==> config.mk <==
export PLATFORM = sky130hd
export DESIGN_NAME = ser_ctl_port
export DESIGN_NICKNAME = d
export VERILOG_FILES = /design/src/rtl/ser_ctl_port.sv
export SDC_FILE = /design/constraint.sdc
export NUM_CORES = 1
export LEC_CHECK = 0
export ABC_AREA = 1
export BUFFER_PORTS_ARGS = -buffer_cell sky130_fd_sc_hd__buf_2
export CORE_UTILIZATION = 55
export CTS_BUF_LIST = sky130_fd_sc_hd__clkbuf_16
export DETAILED_ROUTE_END_ITERATION = 16
export HOLD_SLACK_MARGIN = 0.05
export PLACE_DENSITY = 0.82
export SYNTH_ARGS = -nofsm -noshare
export SYNTH_HDL_FRONTEND = slang
export SYNTH_SLANG_ARGS = --single-unit
==> constraint.sdc <==
create_clock -name clk -period 1.9 [get_ports clk]
set_clock_uncertainty 0.1 [all_clocks]
set_input_delay 0.19 -clock clk [delete_from_list [all_inputs] [get_ports clk]]
set_output_delay 0.19 -clock clk [all_outputs]
set_load 0.02 [all_outputs]
==> src/rtl/ser_ctl_port.sv <==
module ser_ctl_port #(
  parameter int W = 16,
  parameter logic [W-1:0] CTRL_RST = 16'h2000
) (
  input  logic         clk,
  input  logic         rst_n,
  input  logic         cs_n,
  input  logic         sck,
  input  logic         sdi,
  input  logic [W-1:0] stat_word,
  output logic         sdo,
  output logic         sdo_oe,
  output logic [W-1:0] ctrl_word,
  output logic         ctrl_apply
);
  localparam int CW = $clog2(W);

  logic [2:0]    cs_p, sck_p;
  logic [1:0]    sdi_p;
  logic          active, seen, wrapped, din_q;
  logic [CW-1:0] cnt;
  logic [W-1:0]  sr;

  always_ff @(posedge clk or negedge rst_n)
    if (!rst_n) begin
      cs_p  <= '1;
      sck_p <= '0;
      sdi_p <= '0;
    end else begin
      cs_p  <= {cs_p[1:0], cs_n};
      sck_p <= {sck_p[1:0], sck};
      sdi_p <= {sdi_p[0], sdi};
    end

  wire cs_fall  = cs_p[2] & ~cs_p[1];
  wire cs_rise  = ~cs_p[2] & cs_p[1];
  wire sck_fall = active & sck_p[2] & ~sck_p[1];
  wire sck_rise = active & ~sck_p[2] & sck_p[1];
  wire commit   = active & cs_rise & wrapped & (cnt == '0);

  always_ff @(posedge clk or negedge rst_n)
    if (!rst_n) begin
      active  <= 1'b0;
      seen    <= 1'b0;
      wrapped <= 1'b0;
      cnt     <= '0;
      din_q   <= 1'b0;
      sr      <= '0;
    end else if (cs_fall) begin
      active  <= 1'b1;
      seen    <= 1'b0;
      wrapped <= 1'b0;
      cnt     <= '0;
      sr      <= stat_word;
    end else if (active) begin
      if (cs_rise) begin
        active <= 1'b0;
      end else begin
        if (sck_fall) begin
          din_q <= sdi_p[1];
          seen  <= 1'b1;
          if (cnt == CW'(W - 1)) begin
            cnt     <= '0;
            wrapped <= 1'b1;
          end else begin
            cnt <= cnt + 1'b1;
          end
        end
        if (sck_rise && seen)
          sr <= {din_q, sr[W-1:1]};
      end
    end

  always_ff @(posedge clk or negedge rst_n)
    if (!rst_n) begin
      ctrl_word  <= CTRL_RST;
      ctrl_apply <= 1'b0;
    end else begin
      ctrl_apply <= commit;
      if (commit)
        ctrl_word <= {din_q, sr[W-1:1]};
    end

  assign sdo    = active & sr[0];
  assign sdo_oe = active;
endmodule


==> flow_summary.json, run 1 <==
{
  "htree_num_levels": 2,
  "maximum_number_of_pins_on_one_net_before_global_route_repair": 50,
  "first_pass_grt_wire_length_um": 8200,
  "cp.required_ns": 1.96,
  "maxCapViolCount": 0,
  "synthesis.nets": 296,
  "placed_cells": 353,
  "drtIter0Drc": 192,
  "timing.setup.critical_path_class": "reg -> reg",
  "synth_top_cells_by_count": "114 x sky130_fd_sc_hd__nand2_1, 58 x sky130_fd_sc_hd__nand3_1, 45 x sky130_fd_sc_hd__dfrtp_1, 12 x sky130_fd_sc_hd__inv_1, 8 x sky130_fd_sc_hd__nor2_1",
  "synth_cell_type_count": 22,
  "crit_path_top_delay_cell": "sky130_fd_sc_hd__dfstp_2",
  "dp_hpwl_um": 3170,
  "final_layout_size_suffix_gt1_frac": 0.199,
  "post_synth_edffs": 0,
  "status": "completed",
  "fin_hold_ws_ns": 0.157,
  "final-setup-viol-count": 0,
  "number_of_global_route_vias_before_repair": 1873,
  "synthTopCellsByArea": "sky130_fd_sc_hd__dfrtp_1 50%, sky130_fd_sc_hd__nand2_1 19%, sky130_fd_sc_hd__nand3_1 13%, sky130_fd_sc_hd__dfstp_2 4.7%, sky130_fd_sc_hd__inv_1 2.0%",
  "finalNonFillerCells": 365,
  "min_period_ns": 1.64,
  "ys_async_sr_fraction": 1.00,
  "clkSlewWorstSetupHoldPaths_ns": 0.06,
  "layout.area.seq_sq_um": 1230,
  "slowest_delay_ns": 0.61,
  "clock_tree_from_tritoncts": "yes",
  "post-route-period-util": 0.863,
  "critical_path_arrival_ns": 1.70,
  "yosysMostFrequentCell": "sky130_fd_sc_hd__nand2_1",
  "synth_seq_cells": 49,
  "design.final.nets": 339,
  "syn_inst": 273,
  "wirelength_um": 4840,
  "gpl.final_weighted_congestion": 0.777,
  "worst_slew_pin_slew_ns": 0.606,
  "grt-ovfl-total": 0,
  "cts-root-buf": "sky130_fd_sc_hd__clkbuf_16",
  "die_width_um": 65.9,
  "worstPathMaxFanout": 19,
  "report.power.total_mw": 2.49,
  "antenna_cells_inserted": 0,
  "leak_nw": 1.56,
  "ys_seq_area_frac": 0.548,
  "wl_per_cell_um": 13.3,
  "detail_route.first_pass.iterations": 5,
  "tritoncts.num_buffers": 5,
  "core.rowCount": 22,
  "grt_setup_unrepaired": "false",
  "cts.repair.resized": 0,
  "timing.critical_path.from_type": "flop",
  "hold_path_class": "in -> reg",
  "track_usage": 0.252,
  "num_vias": 1933,
  "number_of_fillers_in_the_final_layout": 302,
  "io_pins": 40,
  "area_of_the_multi_input_gates_sq_um": 871,
  "relSlewSlack": 0.596,
  "die-height_um": 65.9,
  "post-route-drc-count": 0,
  "syn-mean-instance-area_sq_um": 8.24,
  "vdd_ir_drop_max_uv": 776,
  "cp_common_cell": "sky130_fd_sc_hd__nand2_1",
  "cts.path.max_buffers": 2,
  "synth_top_area_share": 0.501,
  "crit_path_cell_trace": "inv_4, nand2_4, nand2_1, o21ai_0, nand2_1",
  "cts.sinks": 49,
  "worstSkewPairLatency_ns": 0.29,
  "port-buffer-count": 39,
  "core_box_area_sq_um": 3800,
  "placed_area_sq_um": 2470,
  "route.detailed.vias_per_inst": 5.30,
  "finish.instance_area_sq_um": 2670,
  "synth_flop_cell": "sky130_fd_sc_hd__dfrtp_1",
  "yosysTopAreaCell": "sky130_fd_sc_hd__dfrtp_1",
  "maxSlewViolCount": 0,
  "number_of_routed_nets_with_antenna_violations": 0,
  "synth.cell_area_sq_um": 2250,
  "max_freq_mhz": 610,
  "syn_to_layout_area_delta_pct": 18.7,
  "grt_antenna_before_repair": 0,
  "fin_setup_tns_ns": 0,
  "floorplan.initialDensity": 0.592,
  "power.density_nw_per_um2": 931,
  "die_area_sq_um": 4350,
  "crit_path_end_kind": "flop",
  "number_of_hold_violations_in_the_final_report": 0,
  "synthesis.yosys.warnings": 0
}
layer usage:
| layer | track usage | wire length [um] | part of all wire | vias up |
|---|---|---|---|---|
| met5 | 0 | 0 | 0 | - |
| met1 | 0.315 | 2140 | 0.44 | 907 |
| li1 | - | - | - | 956 |
| met3 | 0.0759 | 251 | 0.052 | 6 |
| met2 | 0.416 | 2400 | 0.50 | 64 |
| met4 | 0.0798 | 50 | 0.010 | 0 |
layout by cell type (no fill, tap or decap):
cell                              n
sky130_fd_sc_hd__dfstp_2          4
sky130_fd_sc_hd__buf_4            6
sky130_fd_sc_hd__ha_1             2
sky130_fd_sc_hd__xor2_1           1
sky130_fd_sc_hd__nand3_1         58
sky130_fd_sc_hd__dfrtp_1         45
sky130_fd_sc_hd__inv_2            1
sky130_fd_sc_hd__bufinv_16        1
sky130_fd_sc_hd__nor2_4           1
sky130_fd_sc_hd__nand4_1          2
sky130_fd_sc_hd__inv_6            1
sky130_fd_sc_hd__nand2_4          2
sky130_fd_sc_hd__nand2_2          2
sky130_fd_sc_hd__buf_2           39
sky130_fd_sc_hd__clkinv_1         1
sky130_fd_sc_hd__nand2_1        114
sky130_fd_sc_hd__dlygate4sd3_1    4
sky130_fd_sc_hd__a21oi_1          3
sky130_fd_sc_hd__clkbuf_16        5
sky130_fd_sc_hd__o21ai_0          2
sky130_fd_sc_hd__o21ai_1          1
sky130_fd_sc_hd__inv_1           13
sky130_fd_sc_hd__nor2_1           8
sky130_fd_sc_hd__inv_4            1
path summary, 6_finish.rpt:
| path | from | to | slack [ns] | depth (start not counted) |
|---|---|---|---|---|
| worst min register to register | sdi_p[0] | sdi_p[1] | 0.25 | 0 |
| min in group asynchronous | rst_n | ctrl_word[1] | 0.43 | 3 |
| max in group asynchronous | rst_n | cnt[3] | 0.86 | 3 |
| worst min-delay path | stat_word[11] | sr[11] | 0.16 | 5 |
| worst max-delay path | cs_p[2] | din_q | 0.26 | 5 |
| worst max register to register | cs_p[2] | din_q | 0.26 | 5 |
sequential cells by signal, summed over array words and instances, names as in the netlist:
register / cells
sck_p: 3
ctrl_apply: 1
din_q: 1
sr: 16
sdi_p: 2
sdo_oe: 1
seen: 1
wrapped: 1
cnt: 4
cs_p: 3
ctrl_word: 16
where the power goes:
group | switching [mW] | internal (mW) | total (mW)
clock | 0.353 | 0.611 | 0.965
combinational | 0.181 | 0.118 | 0.299
sequential | 0.0836 | 1.14 | 1.22
total | 0.618 | 1.87 | 2.49
logic make-up after synthesis:
kind of cell    Yosys count  synth area share
xor+xnor                  1           0.00390
simple gates            187             0.359
fa+ha+maj                 2            0.0111
flops                    49             0.548
compound gates            6            0.0134
buf+inv                  28            0.0651
metrics by stage:
| stage | utilization | setup WS (ns) |
|---|---|---|
| floorplan | - | 0.483 |
| global placement | 0.649 | 0.350 |
| detailed placement | 0.649 | 0.331 |
| CTS | 0.703 | 0.257 |
| global route | 0.703 | 0.133 |
| finish | 0.703 | 0.260 |
critical path, delay by kind of cell, from the launching register on:
kind	cells	cell delay (ns)
flip-flops	1	0.61
AO/OA/AOI/OAI	1	0.25
buffers and inverters	1	0.05
AND/OR/NAND/NOR	3	0.51
timing repair:
| item | 4_1_cts | 5_1_grt |
|---|---|---|
| hold endpoints to repair | 48 | 0 |
| hold buffers | 4 | 0 |
| setup buffers | 0 | 0 |
final cells by class:
| type | count | area share |
|---|---|---|
| repair buffers | 49 | 0.105 |
| flip-flops and latches | 49 | 0.461 |
| clock inverters | 3 | 0.0141 |
| multi-input cells | 196 | 0.326 |
| clock buffers | 5 | 0.0469 |
| well taps | 48 | 0.0225 |
| inverters | 15 | 0.0239 |
Power figures use the tool's default switching activity.
==> run 2, diff against run 1 <==
==> config.mk (replaced) <==
export PLATFORM = sky130hd
export DESIGN_NAME = ser_ctl_port
export DESIGN_NICKNAME = d
export VERILOG_FILES = /design/src/rtl/ser_ctl_port.sv
export SDC_FILE = /design/constraint.sdc
export NUM_CORES = 1
export LEC_CHECK = 0
export ABC_AREA = 0
export BUFFER_PORTS_ARGS = -buffer_cell sky130_fd_sc_hd__buf_2
export CORE_MARGIN = 2
export CORE_UTILIZATION = 54
export CTS_BUF_LIST = sky130_fd_sc_hd__clkbuf_16
export DETAILED_ROUTE_END_ITERATION = 16
export HOLD_SLACK_MARGIN = 0.05
export PLACE_DENSITY = 0.81
export SYNTH_ARGS = -nofsm -noshare
export SYNTH_HDL_FRONTEND = slang
export SYNTH_SLANG_ARGS = --single-unit
==> constraint.sdc (replaced) <==
create_clock -name clk -period 1.9 [get_ports clk]
set_clock_uncertainty 0.1 [all_clocks]
set_input_delay 0.285 -clock clk [delete_from_list [all_inputs] [get_ports clk]]
set_output_delay 0.285 -clock clk [all_outputs]
set_load 0.02 [all_outputs]
==> run 2 against run 1 <==
Against the previous run: combinational power down 24%; via count is 28% lower; die area is 0.71% lower; synthesized cell count fell by 46%; sequential share of layout area grew 2.3 points; maximum frequency shrank 13%; sequential power is essentially flat; non-clock buffer count up 4; count of clock-buffer cells in the layout stayed put; clock power decreased by 16%; area after synthesis down 8.6%; final cell count down 31%; critical path type unchanged; critical endpoint is now ctrl_word[12].
==> flow_summary.json, run 2 <==
{
  "yosysMostFrequentCell": "sky130_fd_sc_hd__dfrtp_1",
  "antenna_cells_inserted": 0,
  "core.rowCount": 22,
  "wl_per_cell_um": 15.9,
  "drtIter0Drc": 69,
  "ys_async_sr_fraction": 1.00,
  "synthesis.nets": 171,
  "tritoncts.num_buffers": 5,
  "synth_top_area_share": 0.548,
  "number_of_hold_violations_in_the_final_report": 0,
  "route.detailed.vias_per_inst": 5.58,
  "syn_inst": 148,
  "synth_seq_cells": 49,
  "grt-ovfl-total": 0,
  "synth_flop_cell": "sky130_fd_sc_hd__dfrtp_1",
  "grt_antenna_before_repair": 0,
  "placed_cells": 239,
  "number_of_routed_nets_with_antenna_violations": 0,
  "die_width_um": 65.7,
  "critical_path_arrival_ns": 1.96,
  "leak_nw": 1.32,
  "core_box_area_sq_um": 3660,
  "synth_cell_type_count": 36,
  "final-setup-viol-count": 0,
  "grt_setup_unrepaired": "true",
  "cp.required_ns": 1.97,
  "post-route-period-util": 0.996,
  "maxSlewViolCount": 0,
  "maxCapViolCount": 0,
  "port-buffer-count": 39,
  "relSlewSlack": 0.607,
  "max_freq_mhz": 529,
  "mostFrequentLayoutCell": "sky130_fd_sc_hd__dfrtp_1",
  "first_pass_grt_wire_length_um": 6690,
  "slowest_delay_ns": 0.52,
  "crit_path_end_kind": "flop",
  "post-route-drc-count": 0,
  "number_of_global_route_vias_before_repair": 1397,
  "num_vias": 1401,
  "min_period_ns": 1.89,
  "dp_hpwl_um": 2860,
  "fin_setup_tns_ns": 0,
  "yosysTopAreaCell": "sky130_fd_sc_hd__dfrtp_1",
  "worst_slew_pin_slew_ns": 0.589,
  "fin_hold_ws_ns": 0.201,
  "layout_common_cells": "45 x sky130_fd_sc_hd__dfrtp_1, 39 x sky130_fd_sc_hd__buf_2, 15 x sky130_fd_sc_hd__and2_1",
  "design.final.nets": 225,
  "final_layout_size_suffix_gt1_frac": 0.404,
  "number_of_fillers_in_the_final_layout": 266,
  "synthesis.yosys.warnings": 0,
  "crit_path_cell_trace": "nor2b_1, buf_4, nand4_4, buf_12, mux2_4",
  "timing.critical_path.from_type": "flop",
  "synth_top_cells_by_count": "45 x sky130_fd_sc_hd__dfrtp_1, 15 x sky130_fd_sc_hd__and2_1, 14 x sky130_fd_sc_hd__a221o_1, 10 x sky130_fd_sc_hd__mux2_2, 9 x sky130_fd_sc_hd__mux2_4",
  "cts.sinks": 49,
  "cts.path.max_buffers": 2,
  "finalNonFillerCells": 251,
  "synth.cell_area_sq_um": 2060,
  "die-height_um": 65.7,
  "status": "completed",
  "wirelength_um": 3980,
  "die_area_sq_um": 4320,
  "io_pins": 40,
  "clock_tree_from_tritoncts": "yes",
  "cts-root-buf": "sky130_fd_sc_hd__clkbuf_16",
  "syn-mean-instance-area_sq_um": 13.9,
  "timing.setup.critical_path_class": "reg -> reg",
  "clkSlewWorstSetupHoldPaths_ns": 0.06,
  "synthTopCellsByArea": "sky130_fd_sc_hd__dfrtp_1 55%, sky130_fd_sc_hd__a221o_1 6.8%, sky130_fd_sc_hd__mux2_4 6.6%, sky130_fd_sc_hd__mux2_2 5.5%, sky130_fd_sc_hd__dfstp_2 5.1%",
  "gpl.final_weighted_congestion": 0.761,
  "power.density_nw_per_um2": 878,
  "detail_route.first_pass.iterations": 4,
  "worstPathMaxFanout": 17,
  "syn_to_layout_area_delta_pct": 23.6,
  "reg_top3": "ctrl_word: 16 flops, sr: 16 flops, cnt: 4 flops",
  "post_synth_edffs": 0,
  "crit_path_top_delay_cell": "sky130_fd_sc_hd__dfstp_2",
  "hold_path_class": "in -> reg",
  "vdd_ir_drop_max_uv": 574,
  "maximum_number_of_pins_on_one_net_before_global_route_repair": 50,
  "track_usage": 0.210,
  "worstSkewPairLatency_ns": 0.28,
  "ys_seq_area_frac": 0.599,
  "floorplan.initialDensity": 0.562,
  "htree_num_levels": 2
}
## run 2: cell families after synthesis
group	after synthesis	synth area share
mux	20	0.125
buf+inv	10	0.0280
flops	49	0.599
compound gates	25	0.105
fa+ha+maj	2	0.0122
simple gates	42	0.130
## run 2: power by group
part           total [mW]  leakage, nW  internal (mW)  switching, mW
Sequential           1.19        0.625           1.13         0.0653
Clock               0.814       0.0776          0.473          0.341
Combinational       0.226        0.613          0.118          0.108
Total                2.23         1.32           1.72          0.514
## run 2: worst max-delay path: cells and delay by family (launching register included)
| kind | cells | cell delay, ns |
|---|---|---|
| buf+inv | 2 | 0.40 |
| flops | 1 | 0.52 |
| mux | 1 | 0.30 |
| simple gates | 2 | 0.45 |
## run 2: area by class of cell
type	count	area (sq um)	share of cell area
clock buffers	5	125	0.0492
well taps	48	60.1	0.0236
multi-input cells	89	776	0.305
inverters	4	15.0	0.00591
flip-flops and latches	49	1230	0.484
clock inverters	3	11.3	0.00443
repair buffers	53	323	0.127
## run 2: stage by stage
stage               area, sq um  total power, mW  worst slack, ns  utilization
floorplan                  2060             1.32           0.0940            -
global placement           2360             1.41           0.0689        0.644
detailed placement         2360             1.43          -0.0290        0.644
CTS                        2540             2.26          0.00485        0.694
global route               2540             2.32          -0.0627        0.694
finish                     2540             2.23          0.00814        0.694
## run 2: timing repair
item,CTS,global route
endpoints found under the hold margin,48,0
setup buffers,0,0
setup endpoints to repair,15,17
resized for setup,2,0
hold buffers,4,0
## run 2: path summary, 6_finish.rpt
kind | startpoint | end | depth (start not counted) | slack, ns
worst max-delay path | cs_p[1] | ctrl_word[12] | 5 | 0.008
worst min-delay path | stat_word[6] | sr[6] | 3 | 0.20
worst max register to register | cs_p[1] | ctrl_word[12] | 5 | 0.008
worst min register to register | sdi_p[0] | sdi_p[1] | 0 | 0.25
max in group asynchronous | rst_n | sr[4] | 3 | 0.78
min in group asynchronous | rst_n | cnt[1] | 3 | 0.52
## run 2: per-layer routing
metal	global-route usage	share of wire	up-vias
met5	0	0	-
met4	0.0651	0.016	0
met3	0.0616	0.054	5
met2	0.341	0.48	39
met1	0.273	0.45	708
li1	-	-	649
==> run 3, diff against run 2 <==
--- a/config.mk
+++ b/config.mk
@@ -7,6 +7,7 @@
 export LEC_CHECK = 0
 export ABC_AREA = 0
 export BUFFER_PORTS_ARGS = -buffer_cell sky130_fd_sc_hd__buf_2
+export CORE_ASPECT_RATIO = 0.5
 export CORE_MARGIN = 2
 export CORE_UTILIZATION = 54
 export CTS_BUF_LIST = sky130_fd_sc_hd__clkbuf_16
==> run 3 against run 2 <==
Against the previous run: sequential cell count is the same; register-to-register slack gained 0.08 ns; critical path depth shrank 1; combinational power grew 6%; maximum frequency grew 4.1%; sequential share of layout area shrank 1.2 points; core utilization grew 4.1 points; count of clock-buffer cells in the layout is the same; sequential power is essentially flat; routed wire length grew 9.5%.
==> flow_summary.json, run 3 (synthesis results as in run 2) <==
{
  "clock_tree_from_tritoncts": "yes",
  "grt_setup_unrepaired": "false",
  "hold_path_class": "in -> reg",
  "route.detailed.vias_per_inst": 5.58,
  "crit_path_top_delay_cell": "sky130_fd_sc_hd__dfstp_2",
  "worstPathMaxFanout": 9,
  "clkSlewWorstSetupHoldPaths_ns": 0.06,
  "die_width_um": 91.3,
  "slowest_delay_ns": 0.59,
  "number_of_hold_violations_in_the_final_report": 0,
  "first_pass_grt_wire_length_um": 7090,
  "vdd_ir_drop_max_uv": 571,
  "track_usage": 0.226,
  "cts.sinks": 49,
  "core_box_area_sq_um": 3550,
  "die_area_sq_um": 4350,
  "drtIter0Drc": 125,
  "port-buffer-count": 39,
  "critical_path_arrival_ns": 1.89,
  "cp.required_ns": 1.98,
  "groute.layer.met1.usage": 0.281,
  "maxCapViolCount": 0,
  "syn_to_layout_area_delta_pct": 26.8,
  "cp_common_cell": "sky130_fd_sc_hd__mux2_2",
  "timing.critical_path.from_type": "flop",
  "min_period_ns": 1.82,
  "number_of_global_route_vias_before_repair": 1440,
  "maxSlewViolCount": 0,
  "grt_antenna_before_repair": 0,
  "fin_hold_ws_ns": 0.193,
  "post-route-period-util": 0.956,
  "grt_busiest_layer": "met2",
  "cts-root-buf": "sky130_fd_sc_hd__clkbuf_16",
  "groute.layer.met2.usage": 0.385,
  "maximum_number_of_pins_on_one_net_before_global_route_repair": 27,
  "crit_path_cell_trace": "nor2b_2, buf_4, mux2_2, mux2_2",
  "cts.path.max_buffers": 2,
  "crit_path_end_kind": "flop",
  "core.rowCount": 15,
  "wirelength_um": 4360,
  "wl_per_cell_um": 17.0,
  "reg_top3": "ctrl_word: 16 flops, sr: 16 flops, cnt: 4 flops",
  "fin_setup_tns_ns": 0,
  "worst_slew_pin_slew_ns": 0.565,
  "floorplan.initialDensity": 0.580,
  "tritoncts.num_buffers": 5,
  "number_of_routed_nets_with_antenna_violations": 0,
  "leak_nw": 1.34,
  "antenna_cells_inserted": 0,
  "max_freq_mhz": 550,
  "num_vias": 1433,
  "timing.setup.critical_path_class": "reg -> reg",
  "place_worst_setup_slack_ns": 0.0927,
  "design.final.nets": 228,
  "status": "completed",
  "dp_hpwl_um": 2930,
  "grt-ovfl-total": 0,
  "final_layout_size_suffix_gt1_frac": 0.432,
  "io_pins": 40,
  "power.density_nw_per_um2": 930,
  "final-setup-viol-count": 0,
  "report.power.total_mw": 2.42,
  "htree_num_levels": 2,
  "relSlewSlack": 0.622,
  "gpl.final_weighted_congestion": 0.753,
  "layout_common_cells": "45 x sky130_fd_sc_hd__dfrtp_1, 39 x sky130_fd_sc_hd__buf_2, 15 x sky130_fd_sc_hd__and2_1",
  "detail_route.first_pass.iterations": 4,
  "postLayoutSetupSlackWorst_ns": 0.0833,
  "post-route-drc-count": 0,
  "grt_util_met3": 0.0850,
  "die-height_um": 47.6,
  "fin_util": 0.735,
  "worstSkewPairLatency_ns": 0.29,
  "mostFrequentLayoutCell": "sky130_fd_sc_hd__dfrtp_1"
}
[run 3: changes by cell type in the layout (fill, tap and decap cells not counted)]
| cell | delta |
|---|---|
| sky130_fd_sc_hd__buf_4 | +3 |
| sky130_fd_sc_hd__bufinv_16 | +1 |
| sky130_fd_sc_hd__clkinv_4 | +1 |
| sky130_fd_sc_hd__inv_1 | -2 |
| sky130_fd_sc_hd__nor2b_1 | -1 |
| sky130_fd_sc_hd__nor2b_2 | +1 |
| sky130_fd_sc_hd__nor3b_1 | -1 |
| sky130_fd_sc_hd__nor3b_2 | +1 |
[run 3: final cells by class]
| type | instances | area, sq um |
|---|---|---|
| multi-input cells | 89 | 783 |
| fillers | 243 | 941 |
| repair buffers | 56 | 345 |
| inverters | 4 | 15.0 |
| clock buffers | 5 | 125 |
| flip-flops and latches | 49 | 1230 |
| clock inverters | 3 | 42.5 |
| well taps | 51 | 63.8 |
[run 3: worst max-delay path, delay by kind of cell (launching register included)]
family | cells | cell delay [ns]
and+or+nand+nor | 1 | 0.24
buffers and inverters | 1 | 0.19
muxes | 2 | 0.58
DFF | 1 | 0.59
[run 3: timing repair]
action,CTS,global route
endpoints found under the setup margin,0,17
hold buffers,4,0
hold endpoints to repair,50,0
gates resized for setup,0,4
setup buffers,0,0
[run 3: power breakdown]
part	total [mW]	internal, mW	switching [mW]
sequential	1.19	1.12	0.0678
combinational	0.239	0.126	0.112
clock	0.993	0.618	0.375
[run 3: final timing paths]
kind / endpoint / from / slack, ns / depth (start not counted)
worst min register to register: sck_p[1] / sck_p[0] / 0.25 / 0
worst min-delay path: sr[12] / stat_word[12] / 0.19 / 3
worst max register to register: sr[1] / cs_p[2] / 0.08 / 4
worst max-delay path: sr[1] / cs_p[2] / 0.08 / 4
max in group asynchronous: ctrl_word[13] / rst_n / 0.85 / 3
min in group asynchronous: sdi_p[0] / rst_n / 0.26 / 2
[run 3: metal layers]
| layer | vias to the layer above | share of wire |
|---|---|---|
| met2 | 49 | 0.50 |
| met4 | 0 | 0.0060 |
| li1 | 659 | - |
| met3 | 5 | 0.061 |
| met1 | 720 | 0.43 |
| met5 | - | 0 |
[run 3: through the flow]
stage / instances / cell area (sq um)
2_1_floorplan: 148 / 2060
3_3_place_gp: 245 / 2380
3_5_place_dp: 245 / 2380
4_1_cts: 257 / 2590
5_1_grt: 257 / 2610
6_report: 257 / 2610
